## config.mk

```make
export PLATFORM = sky130hd
export DESIGN_NAME = multi_tap_delay
export DESIGN_NICKNAME = d
export VERILOG_FILES = /design/src/rtl/mtd_pkg.sv /design/src/rtl/mtd_ptr.sv /design/src/rtl/mtd_store.sv /design/src/rtl/multi_tap_delay.sv
export SDC_FILE = /design/constraint.sdc
export NUM_CORES = 1
export LEC_CHECK = 0
export BUFFER_PORTS_ARGS = -buffer_cell sky130_fd_sc_hd__buf_2
export CAP_MARGIN = 5
export CORE_UTILIZATION = 57
export CTS_BUF_LIST = sky130_fd_sc_hd__clkbuf_2 sky130_fd_sc_hd__clkbuf_4 sky130_fd_sc_hd__clkbuf_8
export CTS_CLUSTER_DIAMETER = 100
export DETAILED_ROUTE_END_ITERATION = 10
export GPL_ROUTABILITY_DRIVEN = 1
export PLACE_DENSITY = 0.75
export SLEW_MARGIN = 10
export SYNTH_ARGS = -nofsm -noshare
export SYNTH_HDL_FRONTEND = slang
export SYNTH_SLANG_ARGS = --single-unit
export TNS_END_PERCENT = 20
```

## constraint.sdc

```tcl
create_clock -name clk -period 1.6 [get_ports clk]
set_input_delay 0.16 -clock clk [delete_from_list [all_inputs] [get_ports clk]]
set_output_delay 0.16 -clock clk [all_outputs]
set_load 0.01 [all_outputs]
```

## src/rtl/mtd_pkg.sv

```systemverilog
package mtd_pkg;

    // Reset position of a read pointer: zero minus the delay, modulo depth.
    function automatic int unsigned rd_start(int unsigned depth, int unsigned dly);
        return (depth - (dly % depth)) % depth;
    endfunction

endpackage

```

## src/rtl/mtd_ptr.sv

```systemverilog
module mtd_ptr #(
    parameter int unsigned AW   = 4,
    parameter int unsigned INIT = 0
) (
    input  logic          clk,
    input  logic          rst,
    input  logic          ce,
    output logic [AW-1:0] ptr
);

    localparam logic [AW-1:0] START = AW'(INIT);

    always_ff @(posedge clk) begin
        if (rst) begin
            ptr <= START;
        end else if (ce) begin
            ptr <= ptr + 1'b1;
        end
    end

endmodule

```

## src/rtl/mtd_store.sv

```systemverilog
module mtd_store #(
    parameter int unsigned WIDTH = 1,
    parameter int unsigned DEPTH = 16,
    parameter int unsigned NRD   = 4,
    localparam int unsigned AW   = $clog2(DEPTH)
) (
    input  logic                 clk,
    input  logic                 we,
    input  logic [AW-1:0]        waddr,
    input  logic [WIDTH-1:0]     wdata,
    input  logic [NRD*AW-1:0]    raddr,
    output logic [NRD*WIDTH-1:0] rdata
);

    logic [WIDTH-1:0] mem [DEPTH];

    always_ff @(posedge clk) begin
        if (we) begin
            mem[waddr] <= wdata;
        end
    end

    for (genvar k = 0; k < NRD; k++) begin : g_rd
        assign rdata[k*WIDTH +: WIDTH] = mem[raddr[k*AW +: AW]];
    end

endmodule

```

## src/rtl/multi_tap_delay.sv

```systemverilog
module multi_tap_delay #(
    parameter int unsigned WIDTH          = 1,
    parameter int unsigned DEPTH          = 16,
    parameter int unsigned NTAPS          = 4,
    parameter int unsigned TAP_DLY [NTAPS] = '{1, 3, 7, 15}
) (
    input  logic                   clk,
    input  logic                   rst,
    input  logic                   ce,
    input  logic [WIDTH-1:0]       din,
    output logic [NTAPS*WIDTH-1:0] tap_q
);

    localparam int unsigned AW = $clog2(DEPTH);

    logic [AW-1:0]          wr_ptr;
    logic [NTAPS*AW-1:0]    rd_ptr_flat;
    logic [NTAPS*WIDTH-1:0] rd_word;

    mtd_ptr #(.AW(AW), .INIT(0)) u_wr_ptr (
        .clk (clk),
        .rst (rst),
        .ce  (ce),
        .ptr (wr_ptr)
    );

    for (genvar k = 0; k < NTAPS; k++) begin : g_tap
        mtd_ptr #(
            .AW   (AW),
            .INIT (mtd_pkg::rd_start(DEPTH, TAP_DLY[k]))
        ) u_rd_ptr (
            .clk (clk),
            .rst (rst),
            .ce  (ce),
            .ptr (rd_ptr_flat[k*AW +: AW])
        );

        always_ff @(posedge clk) begin
            if (rst) begin
                tap_q[k*WIDTH +: WIDTH] <= '0;
            end else if (ce) begin
                tap_q[k*WIDTH +: WIDTH] <= rd_word[k*WIDTH +: WIDTH];
            end
        end
    end

    mtd_store #(.WIDTH(WIDTH), .DEPTH(DEPTH), .NRD(NTAPS)) u_store (
        .clk   (clk),
        .we    (ce),
        .waddr (wr_ptr),
        .wdata (din),
        .raddr (rd_ptr_flat),
        .rdata (rd_word)
    );

endmodule

```

==> results_dict.tcl <==
set metrics [dict create \
    crit_path_start "g_tap[0].u_rd_ptr.ptr[1]" \
    status "complete, no violations" \
    rows 22 \
    cpPeakStageDelay_ns 0.58 \
    max-vdd-ir-drop_uv 535.8 \
    crit_family "multiplexers" \
    path_cells "mux4_1, mux2_2, nand3_1, nand3_1" \
    antenna_found_initial 0 \
    leakagePower_nw 0.9291 \
    initial_core_util 0.5936 \
    critPathArrivalTime_ns 1.70 \
    crit_buf_inv 0 \
    cts_setup_buffers 0 \
    path_common_cell "nand3_1" \
    synth_fp_nets 192 \
    cp.depth 4 \
    grt_first_pass_wirelength_um 6603 \
    wirelength_um 3865 \
    layout.nets 203 \
    drive_above_1_share 0.1771 \
    dr.pass1.iters 4 \
    clkSinkCount 40 \
    numCtsBuffers 5 \
    cp_slowest_cell "mux4_1" \
    globalplace.congestion 0.8996 \
    synth_warnings 0 \
    finalSetupTns_ns 0 \
    hold_path_depth 1 \
    endpoint "tap_q[0]" \
    regArea_um2 962.2 \
    die_area_um2 4064 \
    wire_per_inst_um 16.10 \
    seq_area_frac_synth 0.4421 \
    drcViolationCount 0 \
    syn2layout_area_growth_pct 8.981 \
    pin_count 8 \
    via_per_inst 5.846 \
    dp_hpwl_um 2916 \
    gr-total-overflow 0 \
    cts_root_buf "clkbuf_8" \
    first_global_vias 1412 \
    fin_skew_ns 0.006463 \
    fin_util 0.6470 \
    rsz0062_at_grt "no" \
    syn_area_um2 2173 \
    slew_viol_final 0 \
    rr_endpoint "tap_q[0]" \
    hold_buffers 0 \
    crit_path_start_kind "register" \
    cts_tree "yes" \
    min_path_type "primary input to register" \
    relSlewSlack 0.7340 \
    postSynthCellCount 180 \
    worstMarginPinSlew_ns 0.3981 \
    ant_nets 0 \
    synth-seq-cells 40 \
    cap_viol_max_count 0 \
    htree_levels 2 \
    portBuffers 7 \
    period_share 0.9506 \
    finalSetupViolCount 0 \
    critPathKind "register to register" \
    avgSynthCellArea_um2 12.07 \
    ctsResizeCount 0 \
    grt_start_max_net_pins 22 \
    clock_tree.buffer_depth 2 \
    n_fill_cell 281 \
    drtIter0Drc 65 \
    clkTransAtPathRegs_ns 0.08 \
    yosysUniqueCellTypes 33 \
    diodes 0 \
    worstSkewPairLatency_ns 0.29 \
    vias 1403 \
    period_minus_slack_ns 1.521 \
    reg2reg_slack_ns 0.08 \
    r2r-start "g_tap[0].u_rd_ptr.ptr[1]" \
    cp-end-kind "register" \
    cp.required_ns 1.78 \
    r2r_cells 4 \
    fmax_mhz 657.5 \
    grt_usage 0.2177 \
    die_x_um 63.75 \
    final-hold-violation-count 0 \
    cp_max_fo 4 \
    die_h_um 63.75 \
    core-area_um2 3661 \
    powerDensity_nw_per_um2 989.8 \
    multi_input_area_um2 1132 \
]
[Yosys cell counts]
cell type / instances / area, µm²
ha_1: 8 / 100.1
xnor2_1: 5 / 43.79
and2b_1: 1 / 7.510
o2111ai_1: 2 / 17.52
or3_1: 2 / 12.51
a211o_1: 1 / 8.760
nor2b_1: 1 / 6.260
edfxtp_1: 16 / 480.5
nor3b_1: 1 / 7.510
and3_1: 3 / 18.77
o21bai_1: 2 / 15.01
nand4_1: 5 / 31.28
mux2i_1: 10 / 100.1
clkbuf_1: 1 / 3.750
a21oi_1: 2 / 10.01
nand3_1: 6 / 30.03
nand2b_1: 10 / 62.56
xor2_1: 8 / 70.07
buf_6: 3 / 33.78
mux4_1: 6 / 157.7
o211ai_1: 2 / 15.01
and2_1: 16 / 100.1
dfxtp_1: 24 / 480.5
buf_4: 1 / 7.510
buf_2: 4 / 20.02
nand3b_1: 2 / 15.01
inv_1: 2 / 7.510
a311oi_1: 2 / 17.52
nand2_1: 9 / 33.78
buf_1: 2 / 7.510
mux4_2: 8 / 180.2
nor2_1: 13 / 48.80
mux2_2: 2 / 22.52
[registers in the layout, indices dropped and copies added (netlist names)]
signal and flops:
u_wr_ptr.ptr 4, tap_q 4, u_store.mem 16, g_tap.u_rd_ptr.ptr 16
[through the flow]
stage,hold WS (ns),total power [W],instance area (µm²),std cells,worst slack [ns]
floorplan,0.2589,0.001474,2173,180,0.1159
global placement,0.4462,0.001535,2256,232,0.1369
detailed placement,0.4601,0.001559,2256,232,0.08193
CTS,0.2300,0.002371,2367,240,0.07708
global route,0.2343,0.002456,2369,240,0.01140
finish,0.2412,0.002344,2369,240,0.07905
[final cells by class]
cell class / count / area share
Sequential cell: 40 / 0.4062
Multi-Input combinational cell: 127 / 0.4781
Timing Repair Buffer: 15 / 0.04015
Tap cell: 48 / 0.02536
Inverter: 2 / 0.003170
Clock inverter: 2 / 0.01479
Clock buffer: 6 / 0.03222
[worst min path at each step]
stage,from,end,slack [ns]
3_3_place_gp,tap_q[1],tap_q[1],0.45
2_1_floorplan,din,u_store.mem[0],0.26
3_5_place_dp,tap_q[1],tap_q[1],0.46
6_report,din,u_store.mem[6],0.24
4_1_cts,din,u_store.mem[6],0.23
5_1_grt,din,u_store.mem[6],0.23
[cells in the final DEF, fill, tap and decap left out, drive strengths merged]
cell type  instances
dfxtp             24
and2              16
edfxtp            16
buf               15
mux4              14
nor2              13
mux2i             10
nand2b            10
nand2              9
xor2               8
ha                 8
nand3              6
clkbuf             6
xnor2              5
nand4              5
and3               3
inv                2
a21oi              2
o21bai             2
or3                2
o2111ai            2
nand3b             2
a311oi             2
o211ai             2
mux2               2
nor3b              1
nor2b              1
a211o              1
and2b              1
clkinv             1
bufinv             1
[where the power goes]
part           internal, W  total, W  switching, W  leakage, nW
sequential         0.00112   0.00120     0.0000837        0.342
clock             0.000479  0.000811      0.000331       0.0586
combinational     0.000191  0.000330      0.000139        0.528
[logic make-up after synthesis]
logic type | share of synthesized area
xor+xnor | 0.05239
fa+ha+maj | 0.04606
compound gates | 0.03857
flops | 0.4421
buf+inv | 0.03685
mux | 0.2119
simple gates | 0.1721
[layer usage]
layer,global-route usage,vias up,wire length [µm]
li1,-,677,-
met2,0.3803,33,1987
met1,0.2541,683,1652
met5,0,-,0
met3,0.05536,10,132
met4,0.08523,0,93
No activity file was read; power rests on OpenSTA's default activity.
